<file path="src/rtl/opaddr_pkg.sv">
package opaddr_pkg;

  typedef enum logic [2:0] {
    AM_ZP   = 3'd0,
    AM_ZPX  = 3'd1,
    AM_ZPY  = 3'd2,
    AM_ABS  = 3'd3,
    AM_ABSX = 3'd4,
    AM_ABSY = 3'd5,
    AM_INDX = 3'd6,
    AM_INDY = 3'd7
  } amode_e;

  typedef enum logic [1:0] {
    AK_RD  = 2'd0,
    AK_WR  = 2'd1,
    AK_RMW = 2'd2
  } akind_e;

  typedef enum logic [3:0] {
    ST_IDLE  = 4'd0,
    ST_OPER  = 4'd1,
    ST_ZDUM  = 4'd2,
    ST_HIGH  = 4'd3,
    ST_PLO   = 4'd4,
    ST_PHI   = 4'd5,
    ST_FIXUP = 4'd6,
    ST_ACCR  = 4'd7,
    ST_STALL = 4'd8,
    ST_ACCW  = 4'd9
  } seq_st_e;

  function automatic akind_e kind_of(input logic [1:0] raw);
    case (raw)
      2'd1:    return AK_WR;
      2'd2:    return AK_RMW;
      default: return AK_RD;
    endcase
  endfunction

  // index added inside page zero
  function automatic logic zp_uses_x(input amode_e m);
    return m == AM_ZPX;
  endfunction

  function automatic logic zp_uses_y(input amode_e m);
    return m == AM_ZPY;
  endfunction

  // index added to a full 16-bit base
  function automatic logic wide_uses_x(input amode_e m);
    return m == AM_ABSX;
  endfunction

  function automatic logic wide_uses_y(input amode_e m);
    return (m == AM_ABSY) || (m == AM_INDY);
  endfunction

endpackage

</file>
<file path="src/rtl/opaddr_fsm.sv">
module opaddr_fsm
  import opaddr_pkg::*;
(
  input  logic       clk,
  input  logic       rst_n,
  input  logic       start,
  input  logic [2:0] mode,
  input  logic [1:0] acc,
  input  logic       page_cross,
  input  logic       step,
  output seq_st_e    st,
  output amode_e     mode_q,
  output akind_e     kind_q,
  output logic       done
);

  seq_st_e nxt;
  seq_st_e acc_first;
  seq_st_e fix_or_go;

  always_comb begin
    acc_first = (kind_q == AK_WR) ? ST_ACCW : ST_ACCR;
    // only a plain read without a carry may skip the extra cycle
    fix_or_go = (kind_q == AK_RD && !page_cross) ? acc_first : ST_FIXUP;
  end

  always_comb begin
    nxt  = st;
    done = 1'b0;
    case (st)
      ST_IDLE: if (start) nxt = ST_OPER;
      ST_OPER: begin
        case (mode_q)
          AM_ZP:                    nxt = acc_first;
          AM_ZPX, AM_ZPY, AM_INDX:  nxt = ST_ZDUM;
          AM_INDY:                  nxt = ST_PLO;
          default:                  nxt = ST_HIGH;
        endcase
      end
      ST_ZDUM:  nxt = (mode_q == AM_INDX) ? ST_PLO : acc_first;
      ST_HIGH:  nxt = (mode_q == AM_ABS) ? acc_first : fix_or_go;
      ST_PLO:   nxt = ST_PHI;
      ST_PHI:   nxt = (mode_q == AM_INDX) ? acc_first : fix_or_go;
      ST_FIXUP: nxt = acc_first;
      ST_ACCR: begin
        if (kind_q == AK_RMW) nxt = ST_STALL;
        else begin
          nxt  = ST_IDLE;
          done = step;
        end
      end
      ST_STALL: nxt = ST_ACCW;
      ST_ACCW: begin
        nxt  = ST_IDLE;
        done = step;
      end
      default:  nxt = ST_IDLE;
    endcase
  end

  always_ff @(posedge clk or negedge rst_n) begin
    if (!rst_n) begin
      st     <= ST_IDLE;
      mode_q <= AM_ZP;
      kind_q <= AK_RD;
    end else if (st == ST_IDLE) begin
      st <= nxt;
      if (start) begin
        mode_q <= amode_e'(mode);
        kind_q <= kind_of(acc);
      end
    end else if (step) begin
      st <= nxt;
    end
  end

endmodule

</file>
<file path="src/rtl/opaddr_path.sv">
module opaddr_path
  import opaddr_pkg::*;
#(
  parameter bit CMOS   = 1'b0,
  parameter int DATA_W = 8,
  localparam int ADDR_W = 2 * DATA_W
) (
  input  logic              clk,
  input  logic              rst_n,
  input  logic              accept,
  input  logic              step,
  input  seq_st_e           st,
  input  amode_e            mode_q,
  input  logic [ADDR_W-1:0] pc_in,
  input  logic [DATA_W-1:0] idx_x,
  input  logic [DATA_W-1:0] idx_y,
  input  logic [DATA_W-1:0] rd_data,
  input  logic [DATA_W-1:0] wr_value,
  output logic              bus_act,
  output logic [ADDR_W-1:0] bus_addr,
  output logic              bus_we,
  output logic [DATA_W-1:0] bus_wdata,
  output logic              page_cross
);

  localparam logic [DATA_W-1:0] ZERO_PAGE = '0;

  logic [ADDR_W-1:0] pc_q;
  logic [DATA_W-1:0] x_q, y_q;
  logic [DATA_W-1:0] op_q, lo_q, hi_q, ptr_q, rdv_q;
  logic [ADDR_W-1:0] eff_q;
  logic [DATA_W-1:0] zidx, widx;
  logic [DATA_W:0]   lo_sum;

  always_comb begin
    zidx = '0;
    if (zp_uses_x(mode_q)) zidx = x_q;
    if (zp_uses_y(mode_q)) zidx = y_q;
    widx = '0;
    if (wide_uses_x(mode_q)) widx = x_q;
    if (wide_uses_y(mode_q)) widx = y_q;
    lo_sum     = {1'b0, lo_q} + {1'b0, widx};
    page_cross = lo_sum[DATA_W];
  end

  always_ff @(posedge clk or negedge rst_n) begin
    if (!rst_n) begin
      pc_q  <= '0;
      x_q   <= '0;
      y_q   <= '0;
      op_q  <= '0;
      lo_q  <= '0;
      hi_q  <= '0;
      ptr_q <= '0;
      rdv_q <= '0;
      eff_q <= '0;
    end else if (accept) begin
      pc_q <= pc_in;
      x_q  <= idx_x;
      y_q  <= idx_y;
    end else if (step) begin
      case (st)
        ST_OPER: begin
          op_q  <= rd_data;
          lo_q  <= rd_data;
          ptr_q <= rd_data;
          eff_q <= {ZERO_PAGE, rd_data};
        end
        ST_ZDUM: begin
          eff_q <= {ZERO_PAGE, op_q + zidx};
          ptr_q <= op_q + x_q;
        end
        ST_HIGH, ST_PHI: begin
          hi_q  <= rd_data;
          eff_q <= {rd_data, lo_q} + {ZERO_PAGE, widx};
        end
        ST_PLO:  lo_q  <= rd_data;
        ST_ACCR: rdv_q <= rd_data;
        default: ;
      endcase
    end
  end

  generate
    if (CMOS) begin : g_late
      always_comb begin
        bus_we = (st == ST_ACCW);
      end
    end else begin : g_early
      always_comb begin
        bus_we = (st == ST_ACCW) || (st == ST_STALL);
      end
    end
  endgenerate

  always_comb begin
    bus_act  = (st != ST_IDLE);
    bus_addr = '0;
    case (st)
      ST_OPER:  bus_addr = pc_q;
      ST_ZDUM:  bus_addr = {ZERO_PAGE, op_q};
      ST_HIGH:  bus_addr = pc_q + ADDR_W'(1);
      ST_PLO:   bus_addr = {ZERO_PAGE, ptr_q};
      ST_PHI:   bus_addr = {ZERO_PAGE, ptr_q + DATA_W'(1)};
      ST_FIXUP: bus_addr = (CMOS && mode_q == AM_INDY) ? pc_q
                                                       : {hi_q, eff_q[DATA_W-1:0]};
      ST_ACCR, ST_STALL, ST_ACCW: bus_addr = eff_q;
      default:  bus_addr = '0;
    endcase
    bus_wdata = '0;
    if (st == ST_ACCW)                bus_wdata = wr_value;
    else if (st == ST_STALL && !CMOS) bus_wdata = rdv_q;
  end

endmodule

</file>
<file path="src/rtl/opaddr_seq.sv">
module opaddr_seq
  import opaddr_pkg::*;
#(
  parameter bit CMOS   = 1'b0,
  parameter int DATA_W = 8,
  localparam int ADDR_W = 2 * DATA_W
) (
  input  logic              clk,
  input  logic              rst_n,
  input  logic              start,
  input  logic [2:0]        mode,
  input  logic [1:0]        acc,
  input  logic [DATA_W-1:0] idx_x,
  input  logic [DATA_W-1:0] idx_y,
  input  logic [ADDR_W-1:0] pc_in,
  input  logic              hold,
  input  logic [DATA_W-1:0] rd_data,
  input  logic [DATA_W-1:0] wr_value,
  output logic              bus_act,
  output logic [ADDR_W-1:0] bus_addr,
  output logic              bus_we,
  output logic [DATA_W-1:0] bus_wdata,
  output logic              done
);

  seq_st_e st;
  amode_e  mode_q;
  akind_e  kind_q;
  logic    page_cross;
  logic    stall;
  logic    step;
  logic    accept;

  always_comb begin
    stall  = hold && (CMOS || !bus_we);
    step   = bus_act && !stall;
    accept = start && (st == ST_IDLE);
  end

  opaddr_fsm u_fsm (
    .clk        (clk),
    .rst_n      (rst_n),
    .start      (start),
    .mode       (mode),
    .acc        (acc),
    .page_cross (page_cross),
    .step       (step),
    .st         (st),
    .mode_q     (mode_q),
    .kind_q     (kind_q),
    .done       (done)
  );

  opaddr_path #(
    .CMOS   (CMOS),
    .DATA_W (DATA_W)
  ) u_path (
    .clk        (clk),
    .rst_n      (rst_n),
    .accept     (accept),
    .step       (step),
    .st         (st),
    .mode_q     (mode_q),
    .pc_in      (pc_in),
    .idx_x      (idx_x),
    .idx_y      (idx_y),
    .rd_data    (rd_data),
    .wr_value   (wr_value),
    .bus_act    (bus_act),
    .bus_addr   (bus_addr),
    .bus_we     (bus_we),
    .bus_wdata  (bus_wdata),
    .page_cross (page_cross)
  );

endmodule

</file>
<file path="config.mk">
export PLATFORM = sky130hd
export DESIGN_NAME = opaddr_seq
export DESIGN_NICKNAME = d
export VERILOG_FILES = /design/src/rtl/opaddr_pkg.sv /design/src/rtl/opaddr_fsm.sv /design/src/rtl/opaddr_path.sv /design/src/rtl/opaddr_seq.sv
export SDC_FILE = /design/constraint.sdc
export NUM_CORES = 1
export LEC_CHECK = 0
export BUFFER_PORTS_ARGS = -buffer_cell sky130_fd_sc_hd__buf_2
export CORE_ASPECT_RATIO = 0.6
export CORE_MARGIN = 1.5
export CORE_UTILIZATION = 30
export CTS_BUF_LIST = sky130_fd_sc_hd__clkbuf_8
export CTS_CLUSTER_SIZE = 40
export DETAILED_ROUTE_END_ITERATION = 10
export PLACE_DENSITY = 0.55
export SYNTH_ARGS = -nofsm -noshare
export SYNTH_HDL_FRONTEND = slang
export SYNTH_HIERARCHICAL = 1
export SYNTH_SLANG_ARGS = --single-unit
</file>
<file path="constraint.sdc">
create_clock -name clk -period 4.6 [get_ports clk]
set_input_delay 0.23 -clock clk [delete_from_list [all_inputs] [get_ports clk]]
set_output_delay 0.23 -clock clk [all_outputs]
set_load 0.005 [all_outputs]
</file>
# After elaboration in Yosys (flattened, before gate mapping)
# Cells that the tools add are included.
# op_classes
n_addsub,6
n_eq_ne,20
mux,23
n_bitwise,1
reduce_logical,27
# ops
cell,count
$pmux W16 S7,1
$mux W8,6
$pmux W16 S3,1
$mux W4,9
$pmux W4 S9,1
$reduce_and A3 Y1,6
$add A16 B1 Y16 const B,1
$add A16 B8 Y16,1
$add A8 B8 Y8,2
$eq A4 B3 Y1 const B,4
$pmux W8 S2,1
$eq A3 B3 Y1 const B,4
$pmux W4 S3,1
$add A8 B8 Y9,1
$add A8 B1 Y8 const B,1
$eq A4 B2 Y1 const B,2
$eq A4 B4 Y1 const B,2
$eq A3 B2 Y1 const B,2
$reduce_or A3 Y1,2
$eq A2 B1 Y1 const B,2
$eq A2 B2 Y1 const B,2
$eq A4 B1 Y1 const B,1
$logic_and A1 B1 Y1,4
$logic_not A4 Y1,1
14 further kinds,19
# word_totals
regBits,97
output_inout_bits,27
wordCells,89

# Longest topological paths before layout
# Gate-level depths: netlist of the first run.
# logic_depth
word_depth,11
mapped_depth,13

# By module
# Netlist of the first run, hierarchy kept.
# by_module_without_submodules
mod,instances,cells_per_inst,area_each_um2
opaddr_path,1,618,5708.0
opaddr_fsm,1,85,743.2
opaddr_seq,1,4,23.8

# Worst setup path after synthesis of the first run
# No wires, ideal clock.
# synth_timing
kind,register -> register
from,register u_fsm.mode_q[0]
to,register u_fsm.st[0]
arrival_ns,2.862
required_ns,4.458
path_slack_ns,1.596
path_stages_with_launch,14
synth_period_minus_slack_ns,3.004
path_cell_list,dfrtp_1 buf_1 a22oi_1 nor2b_1 ha_1 inv_1 fa_1 nand3b_1 a21o_1 a31oi_1 or3_1 o21ai_0 a221oi_1 a22oi_1
# synth_via
elab_chain_cells,11
elab_cells_between_ends,23
classes_between,add/sub: 1; eq/ne: 7; mux: 10; reduce/logical: 5
# synth_rtl
element,line,text
"start, declared",opaddr_fsm.sv:12,"output amode_e mode_q,"
"start signal, assigned",opaddr_fsm.sv:69,mode_q <= amode_e'(mode);
$eq A3 B3 Y1 (on tied branches),"opaddr_pkg.sv:52, opaddr_pkg.sv:56",
$mux W8 / $logic_or A1 B1 Y1 (equally long branches),"opaddr_path.sv:40, opaddr_pkg.sv:56",
$mux W8 *,opaddr_path.sv:41,if (wide_uses_y(mode_q)) widx = y_q;
$add A8 B8 Y9 *,opaddr_path.sv:42,"lo_sum = {1'b0, lo_q} + {1'b0, widx};"
net page_cross,opaddr_seq.sv:29,logic page_cross;
$logic_not A1 Y1 *,opaddr_fsm.sv:24,fix_or_go = (kind_q == AK_RD && !page_cross) ? acc_first : ST_FIXUP;
$logic_and A1 B1 Y1 *,opaddr_fsm.sv:24,
$mux W4 *,opaddr_fsm.sv:24,
$mux W4 (on tied branches),"opaddr_fsm.sv:43, opaddr_fsm.sv:41",
$pmux W4 S9 *,opaddr_fsm.sv:30,case (st)
$mux W4,opaddr_fsm.sv:72,end else if (step) begin
$mux W4 *,opaddr_fsm.sv:66,end else if (st == ST_IDLE) begin
"end signal, assigned",opaddr_fsm.sv:67,st <= nxt;
"end signal, assigned",opaddr_fsm.sv:73,st <= nxt;
"end, declared",opaddr_fsm.sv:11,"output seq_st_e st,"
# The timed path passes the listed nets; every way through them passes the cells marked *. The select of a mux whose other input is x is not followed.
# A chain may end at the register's enable or synchronous reset.

# Worst setup path in the final report of the first run
# layout_timing
from,register u_fsm.mode_q[1]
to,register u_fsm.st[0]
# Same word-level chain as after synthesis.

==> out/metrics.csv, run 1 <==
stage,metric,value,unit
power,Comb pwr share,55.7,%
logic_synthesis,Syn Std Cell Area,6470,µm²
die,Rows,41,
worst_setup_path,worst r2r src,u_fsm/mode_q[1]$_DFFE_PN0P_,
clock_tree,"Setup Fix Bufs, Post-CTS",0,
clock_tree,Clock Pin Slew Worst Setup and Hold Paths,110,ps
power,Switching Fraction,48.2,%
logic_synthesis,Cells after Synth,707,
worst_setup_path,critical path arrival,3830,ps
clock_tree,Root Buffer,clkbuf_8,
worst_setup_path,R2R depth,13,
timing,worst slew pin tran,980,ps
global_route,antenna violations before repair,0,
power,internal power,0.00274,W
clock_tree,post-CTS sizing,0,
logic_synthesis,Synth area leaders,"dfrtp_1 (37%), mux2_2 (8.3%), nand2_1 (5.2%)",
power,maximum vdd drop,240,µV
layout,share of layout cells above drive strength 1,21.5,%
worst_setup_path,crit path from,u_fsm/mode_q[1]$_DFFE_PN0P_,
logic_synthesis,number of synthesized register bits,97,
timing,Sum Neg Setup Slack,0,ps
worst_setup_path,R2R Setup Slk,1040,ps
layout,filler cell count,2175,
placed_design,Placed Instances,1047,
timing,final setup fails,0,
logic_synthesis,"Top FF cell, synth",dfrtp_1,
die,die width,193,µm
logic_synthesis,Syn Nets,793,
hold_path,Worst Hold Class,input pin to register,
timing,fin crit period,3560,ps
die,area of the core,21100,µm²
drt,initial drt markers,538,
timing,Fin Hold WS,38.8,ps
logic_synthesis,asr flop ratio synth,100,%
layout,Layout area overhead,14.1,%
global_route,number of global-route vias before repair,5460,
logic_synthesis,register area share after synthesis,37.5,%
layout,post-route insts no fill,1065,
placed_design,HPWL after DPL,16.1,mm
logic_synthesis,share of the synthesized area in the top cell type,37.5,%
run,# Max-Cap Violations,0,
power,Power Density,716,nW/µm²
logic_synthesis,cell taking the most area after synthesis,dfrtp_1,
drt,WL final,21.4,mm
worst_setup_path,Setup crit end kind,register,
timing,maximum clock frequency,0.281,GHz
die,Die Area,22500,µm²
worst_setup_path,Max Fanout on Critical Path,14,
timing,Rel. slew slack,34.4,%
logic_synthesis,post-synthesis area per instance,9.16,µm²
placed_design,IO buf count,83,
clock_tree,TritonCTS clock tree,yes,
timing,period utilization,77.4,%
die,die extent in y,117,µm
logic_synthesis,Yosys Warn Count,6,
logic_synthesis,count of flip-flops with a built-in enable after synthesis,0,
global_route,Tot GR Track Use,19.6,%
drt,Residual DRC,0,
logic_synthesis,"count leader, synth",dfrtp_1,
drt,via count,5820,
global_route,GRT overflow,0,
worst_setup_path,Critical Path End,u_fsm/st[0]$_DFFE_PN0P_,
placed_design,routability cong.,0.898,
worst_setup_path,CP startpoint kind,register,
clock_tree,hold-fix buffers at CTS,1,
clock_tree,clock sink count,97,
die,Initial Utilization,30.7,%
clock_tree,Clock Latency Late Sink,400,ps
power,switching power,0.00255,W
drt,DRT Pass-1 Iters,6,
drt,drt via density,5.46,
timing,final hold violations,0,
clock_tree,TritonCTS Buffers,9,
die,num ports,84,
timing,Worst Clk Skew,12.4,ps
drt,drt wl/cell,20.1,µm
timing,RSZ-0062 raised after global routing,no,
power,Leakage Power,3.27,nW
worst_setup_path,CP Data Required Time,4860,ps
logic_synthesis,synth unique cells,70,
worst_setup_path,Crit Path Class,register to register,
drt,post-route ant nets,0,
clock_tree,H-tree depth,3,
power,Reg power frac,33.3,%
worst_setup_path,RR Endpoint,u_fsm/st[0]$_DFFE_PN0P_,
layout,nets,866,
global_route,global-route wire length before repair,32.9,mm
global_route,largest net degree at the start of global routing,67,
clock_tree,Clock Path Buffers,2,
logic_synthesis,"top cells by count, synth","dfrtp_1 (97), nand2_1 (89), o21ai_0 (49)",
timing,"Slew Viols, Final",0,
power,Clk network pwr share,11.0,%
status,status,"complete, no violations",
## power by group through the flow
stage | Sequential [W] | Combinational (W) | Clock [W]
after global placement | 0.00176 | 0.00289 | 0
final | 0.00176 | 0.00294 | 0.000583
after global routing | 0.00182 | 0.00326 | 0.000631
after CTS | 0.00174 | 0.00291 | 0.000605
after floorplan | 0.00156 | 0.00211 | 0
after detailed placement | 0.00176 | 0.00289 | 0
## cell usage in the layout, fill, tap and decap left out, types with 22 or more instances in the layout
master   synthesis  final
a21oi_1         22     22
nor2_1          38     38
nand2_1         89     89
a22oi_1         26     26
buf_2           13     82
xor2_1          23     23
mux2_2          48     48
ha_1            26     26
dfrtp_1         97     97
inv_1           22     22
nand3_1         32     32
o21ai_0         49     49
## cell families (layout without fill, tap and decap cells)
logic type	Yosys count	in the layout	synth area share, %
AND/OR/NAND/NOR	243	243	18.4
XOR/XNOR	43	43	5.82
other	0	1	0
AO/OA/AOI/OAI	177	177	18.4
adder cells (fa/ha/maj)	29	29	5.95
multiplexers	59	59	10.0
buffers and inverters	59	137	3.85
flip-flops	97	97	37.5
## through the flow
step | area [µm²] | power, W | setup WS (ps) | util (%)
CTS | 7390 | 0.00526 | 1170 | 35.0
floorplan | 6470 | 0.00368 | 1600 | -
global route | 7390 | 0.00571 | 841 | 35.0
finish | 7390 | 0.00529 | 1040 | 35.1
detailed placement | 7180 | 0.00465 | 1210 | 34.1
global placement | 7180 | 0.00465 | 1280 | 34.1
## per-layer routing
| layer | track usage (%) | up-vias | part of all wire [%] |
|---|---|---|---|
| met1 | 31.5 | 2838 | 53 |
| met2 | 25.0 | 237 | 37 |
| met5 | 0 | - | 0 |
| li1 | - | 2733 | - |
| met3 | 6.53 | 12 | 9.6 |
| met4 | 2.69 | 0 | 0.45 |
## flip-flops by register name (all words and copies together), names as in the netlist
signal,count
u_fsm/kind_q,2
u_path/rdv_q,8
u_path/eff_q,16
u_path/op_q,8
u_path/hi_q,8
u_path/lo_q,8
u_path/pc_q,16
u_fsm/mode_q,3
u_fsm/st,4
u_path/x_q,8
u_path/ptr_q,8
u_path/y_q,8
## final cells by class
type	count	area (µm²)	area share [%]
diodes	1	2.50	0.0339
clock buffers	9	124	1.68
clock inverters	7	70.1	0.948
inverters	23	86.3	1.17
multi-input cells	551	3800	51.4
flip-flops and latches	97	2430	32.8
well taps	279	349	4.72
repair buffers	98	533	7.21
## critical path: stages (launching register included)
cell and delay [ps]:
dfrtp_1 580, nor2_1 360, a22oi_1 120, nor2b_1 130, ha_1 210, inv_1 60
fa_1 390, nand3b_1 190, a21o_1 180, a31oi_1 470, or3_1 200, o21ai_0 80
a221oi_1 340, a22oi_1 110
## how the worst min path moves through the flow
stage / from / end / slack, ps / cells past startpoint
floorplan: rst_n / u_fsm/kind_q[0]$_DFFE_PN0P_ / -70 / 0
global placement: rst_n / u_path/rdv_q[4]$_DFFE_PN0P_ / 410 / 1
detailed placement: rst_n / u_path/rdv_q[4]$_DFFE_PN0P_ / 420 / 1
CTS: pc_in[9] / u_path/pc_q[9]$_DFFE_PN0P_ / 20 / 3
global route: pc_in[9] / u_path/pc_q[9]$_DFFE_PN0P_ / 30 / 3
finish: pc_in[9] / u_path/pc_q[9]$_DFFE_PN0P_ / 40 / 3
(Power assumes the default switching activity.)
==> inputs of run 2 (changes only) <==
Settings changed: PLACE_DENSITY 0.55 to 0.57.
Clock period 4.6 ns to 2.9 ns, I/O delays scaled along.
==> run 2 against run 1 <==
Global-route usage grew 0.10 points. Clock skew grew 7.6 ps. Final cell count grew 5.0%. Critical endpoint is now bus_addr[3]. Final area grew 7.5%. Total power grew 66%. Clock power grew 56%. Setup slack lost 960 ps. First-iteration DRC count grew 25%. Non-clock buffer count grew 54. Combinational power grew 74%. Register-to-register slack lost 950 ps.
==> out/metrics.csv, run 2 (same netlist as run 1, synthesis figures left out) <==
stage,metric,value,unit
status,status,"complete, no violations",
worst_setup_path,critical path arrival,2680,ps
drt,drt wl/cell,19.4,µm
clock_tree,TritonCTS clock tree,yes,
drt,Residual DRC,0,
timing,RSZ-0062 raised after global routing,yes,
die,die extent in y,117,µm
global_route,number of global-route vias before repair,5696,
layout,final core occ,37.7,%
worst_setup_path,CP Data Required Time,2760,ps
power,Power Density,1110,nW/µm²
worst_setup_path,CP startpoint kind,register,
timing,maximum clock frequency,0.354,GHz
clock_tree,TritonCTS Buffers,9,
timing,period utilization,97.4,%
layout,"commonest non-fill, non-tap cell in the layout",dfrtp_1,
hold_path,Worst Hold Class,input pin to register,
timing,Worst Clk Skew,20.0,ps
drt,post-route ant nets,0,
placed_design,HPWL after DPL,16.4,mm
layout,n_diodes,0,
layout,nets,920,
clock_tree,Clock Latency Late Sink,410,ps
layout,"commonest cells after routing, fill and taps aside","dfrtp_1 (97), nand2_1 (89), buf_2 (82)",
drt,WL final,21.7,mm
placed_design,routability cong.,0.887,
clock_tree,H-tree depth,3,
drt,DRT Pass-1 Iters,6,
placed_design,IO buf count,83,
worst_setup_path,Max Fanout on Critical Path,10,
die,Die Area,22500,µm²
timing,Setup WS post-layout,74.6,ps
layout,share of layout cells above drive strength 1,24.3,%
worst_setup_path,Setup crit end kind,primary output,
global_route,GRT overflow,0,
clock_tree,Root Buffer,clkbuf_8,
die,Initial Utilization,30.7,%
clock_tree,Clock Path Buffers,2,
timing,"Slew Viols, Final",0,
layout,Layout area overhead,22.7,%
die,die width,193,µm
timing,Rel. slew slack,34.2,%
drt,drt via density,5.41,
run,# Max-Cap Violations,0,
global_route,largest net degree at the start of global routing,63,
die,num ports,84,
worst_setup_path,Crit Path Class,register to primary output,
drt,via count,6053,
global_route,antenna violations before repair,1,
die,area of the core,21100,µm²
clock_tree,clock sink count,97,
power,maximum vdd drop,573,µV
layout,filler cell count,2212,
die,Rows,41,
clock_tree,Clock Pin Slew Worst Setup and Hold Paths,110,ps
drt,initial drt markers,670,
timing,final setup fails,0,
global_route,global-route wire length before repair,33.3,mm
global_route,Tot GR Track Use,19.7,%
power,Leakage Power,3.53,nW
timing,final hold violations,0,
placed_design,pre-CTS setup slack,17.8,ps
timing,worst slew pin tran,982,ps
layout,Largest regs,"u_path/eff_q x16, u_path/pc_q x16",
timing,fin crit period,2830,ps
run 2: path summary, 6_finish.rpt:
kind	startpoint	to	depth (start not counted)	slack, ps
min reg2reg	u_path/hi_q[3]$_DFFE_PN0P_	u_path/hi_q[3]$_DFFE_PN0P_	2	490
max reg2reg	u_fsm/mode_q[1]$_DFFE_PN0P_	u_fsm/st[0]$_DFFE_PN0P_	13	90
min	mode[2]	u_fsm/mode_q[2]$_DFFE_PN0P_	2	20
max in group asynchronous	rst_n	u_path/pc_q[6]$_DFFE_PN0P_	3	1950
min in group asynchronous	rst_n	u_path/rdv_q[5]$_DFFE_PN0P_	2	230
max	u_fsm/st[3]$_DFFE_PN0P_	bus_addr[3]	7	70
run 2: timing repair:
action | 4_1_cts | 5_1_grt
pin swaps | 0 | 7
hold buffers | 31 | 0
setup buffers | 0 | 2
gates resized for setup | 1 | 12
endpoints found under the setup margin | 1 | 4
endpoints found under the hold margin | 65 | 0
gates cloned | 0 | 0
run 2: cell type report:
cell class / instances / area, µm² / area share, %
clock buffers: 9 / 124 / 1.56
well taps: 279 / 349 / 4.39
multi-input cells: 551 / 3860 / 48.6
clock inverters: 7 / 67.6 / 0.850
inverters: 23 / 86.3 / 1.09
flip-flops and latches: 97 / 2430 / 30.6
repair buffers: 152 / 1030 / 12.9
run 2: routing by layer:
metal / wire [µm] / vias to the layer above / GRT usage, %
li1: - / 2846 / -
met1: 11700 / 2927 / 32.9
met2: 7880 / 272 / 24.8
met3: 2050 / 8 / 5.01
met4: 65 / 0 / 2.48
met5: 0 / - / 0.855
run 2: metrics by stage:
step	hold WS, ps	std cells	TNS, ps	cell area (µm²)	total power (W)
after CTS	2.81	1116	0	7880	0.00859
after global routing	2.19	1118	-39.1	7950	0.00946
after global placement	143	1069	0	7370	0.00758
final	16.5	1118	0	7950	0.00879
after floorplan	-151	707	0	6480	0.00584
after detailed placement	143	1069	0	7370	0.00760
run 2: critical path: stages (launching register included):
cell and delay [ps]:
dfrtp_1 400, buf_4 220, inv_1 130, nand2_1 240
o21ai_1 270, a222oi_1 620, nand3_1 220, buf_2 180
run 2: power breakdown:
group | switching [W] | internal (W) | total (W) | leakage [nW]
Combinational | 0.00284 | 0.00227 | 0.00511 | 2.23
Sequential | 0.000778 | 0.00199 | 0.00277 | 1.20
Clock | 0.000572 | 0.000338 | 0.000910 | 0.0962
Total | 0.00419 | 0.00460 | 0.00879 | 3.53
==> inputs of run 3 (changes only) <==
Settings changed: CORE_ASPECT_RATIO 0.6 to 1.1.
==> run 3 against run 2 <==
Clock power grew 11%. Register-to-register slack improved by 40 ps. Critical path depth increased by 6. Maximum frequency rose by 2.2%. Final cell count is 1.6% higher. Sequential cell count stayed put. Combinational power decreased by 4.3%. Clock-buffer cell count did not move. Critical path type is now register to register.
==> out/metrics.csv, run 3 (same netlist as run 1, synthesis figures left out) <==
stage,metric,value,unit
status,status,"complete, no violations",
timing,maximum clock frequency,0.362,GHz
drt,drt via density,5.16,
timing,"Slew Viols, Final",0,
worst_setup_path,RR Endpoint,u_fsm/st[0]$_DFFE_PN0P_,
worst_setup_path,Max Fanout on Critical Path,5,
clock_tree,Clock Path Buffers,2,
die,area of the core,21200,µm²
timing,final setup fails,0,
worst_setup_path,critical path arrival,3020,ps
placed_design,IO buf count,83,
clock_tree,Clock Latency Late Sink,410,ps
layout,"commonest cells after routing, fill and taps aside","dfrtp_1 (96), nand2_1 (89), buf_2 (82)",
die,Die Area,22500,µm²
layout,Layout area overhead,24.2,%
timing,worst slew pin tran,948,ps
global_route,global-route wire length before repair,31.0,mm
clock_tree,Root Buffer,clkbuf_8,
placed_design,routability cong.,0.870,
die,Initial Utilization,30.5,%
timing,Worst Clk Skew,19.1,ps
clock_tree,TritonCTS Buffers,9,
drt,initial drt markers,481,
clock_tree,TritonCTS clock tree,yes,
die,num ports,84,
layout,n_diodes,0,
worst_setup_path,R2R depth,13,
timing,RSZ-0062 raised after global routing,yes,
timing,period utilization,95.4,%
placed_design,HPWL after DPL,14.6,mm
global_route,Tot GR Track Use,17.9,%
layout,nets,927,
worst_setup_path,Crit Path Class,register to register,
timing,fin crit period,2770,ps
drt,DRT Pass-1 Iters,5,
layout,Final Cell Area,8040,µm²
worst_setup_path,R2R Setup Slk,130,ps
hold_path,Worst Hold Launch,rd_data[5],
timing,Setup WS post-layout,134,ps
global_route,antenna violations before repair,0,
power,maximum vdd drop,321,µV
worst_setup_path,CP startpoint kind,register,
hold_path,WHS Endpoint,u_path/hi_q[5]$_DFFE_PN0P_,
timing,Rel. slew slack,36.5,%
clock_tree,H-tree depth,3,
drt,post-route ant nets,0,
worst_setup_path,Setup crit end kind,register,
clock_tree,clock sink count,97,
power,total power,0.00860,W
drt,via count,5858,
run,# Max-Cap Violations,0,
power,Leakage Power,3.56,nW
timing,final hold violations,0,
layout,Largest regs,"u_path/eff_q x16, u_path/pc_q x16",
layout,filler cell count,2202,
global_route,met3 Usage GRT,2.40,%
timing,Fin Hold WS,51.0,ps
global_route,GRT met1 Usage,23.3,%
power,Power Density,1070,nW/µm²
die,Rows,56,
global_route,M2 GR Usage,30.7,%
worst_setup_path,worst r2r src,u_fsm/mode_q[0]$_DFFE_PN0P_,
die,die extent in y,157,µm
placed_design,pre-CTS setup slack,7.15,ps
placed_design,dpl cell area,7340,µm²
hold_path,hold path cells,3,
global_route,GRT overflow,0,
drt,Residual DRC,0,
global_route,GRT busiest layer,met2,
hold_path,Worst Hold Class,input pin to register,
clock_tree,Clock Pin Slew Worst Setup and Hold Paths,110,ps
drt,WL final,19.5,mm
layout,share of layout cells above drive strength 1,23.5,%
timing,Sum Neg Setup Slack,0,ps
drt,drt wl/cell,17.2,µm
global_route,largest net degree at the start of global routing,58,
die,die width,143,µm
global_route,number of global-route vias before repair,5558,
worst_setup_path,CP Data Required Time,3160,ps
layout,"commonest non-fill, non-tap cell in the layout",dfrtp_1,
[run 3: area by class of cell]
class / instances / area (µm²) / area share [%]
Tap cell: 290 / 363 / 4.51
Timing Repair Buffer: 159 / 1100 / 13.7
Clock buffer: 9 / 124 / 1.54
Sequential cell: 97 / 2430 / 30.2
Clock inverter: 7 / 95.1 / 1.18
Multi-Input combinational cell: 551 / 3840 / 47.7
Inverter: 23 / 86.3 / 1.07
[run 3: repair_timing]
action | CTS | global route
pin swaps | 0 | 6
hold endpoints to repair | 76 | 2
buffers inserted | 0 | 5
cloned | 0 | 0
setup endpoints to repair | 1 | 5
hold buffers | 38 | 2
resized for setup | 1 | 10
[run 3: through the flow]
step	cells	utilization [%]
4_1_cts	1129	37.5
2_1_floorplan	707	-
5_1_grt	1136	37.9
3_3_place_gp	1075	34.6
6_report	1136	37.9
3_5_place_dp	1075	34.6
[run 3: worst max-delay path: stages, from the launching register on]
cell,delay (ps)
dfrtp_2,450
nor2_2,130
a22oi_1,80
nor2b_1,160
ha_2,210
inv_1,50
fa_2,340
nand3b_1,180
a21o_1,200
a31oi_4,200
or3_4,170
o21ai_1,60
a221oi_1,280
a22oi_1,110
[run 3: how the worst max path moves through the flow]
stage / from / endpoint / slack (ps) / cells after the start
floorplan: u_fsm/mode_q[0]$_DFFE_PN0P_ / u_fsm/st[0]$_DFFE_PN0P_ / 40 / 13
global placement: u_fsm/mode_q[0]$_DFFE_PN0P_ / u_fsm/st[0]$_DFFE_PN0P_ / 140 / 13
detailed placement: u_fsm/mode_q[0]$_DFFE_PN0P_ / u_fsm/st[0]$_DFFE_PN0P_ / 7 / 13
CTS: u_fsm/mode_q[0]$_DFFE_PN0P_ / u_fsm/st[0]$_DFFE_PN0P_ / 30 / 13
global route: u_fsm/mode_q[0]$_DFFE_PN0P_ / u_fsm/st[0]$_DFFE_PN0P_ / -10 / 13
finish: u_fsm/mode_q[0]$_DFFE_PN0P_ / u_fsm/st[0]$_DFFE_PN0P_ / 130 / 13
[run 3: per-layer routing]
metal  up-vias  wire, µm
li1       2850         -
met4         0       336
met2       148      9580
met5         -         0
met3        21       769
met1      2839      8830
[run 3: power breakdown]
group          leakage (nW)  total (W)  switching (W)  internal (W)
registers              1.20    0.00269       0.000705       0.00199
clock network         0.111    0.00101       0.000587      0.000426
logic                  2.24    0.00489        0.00264       0.00225
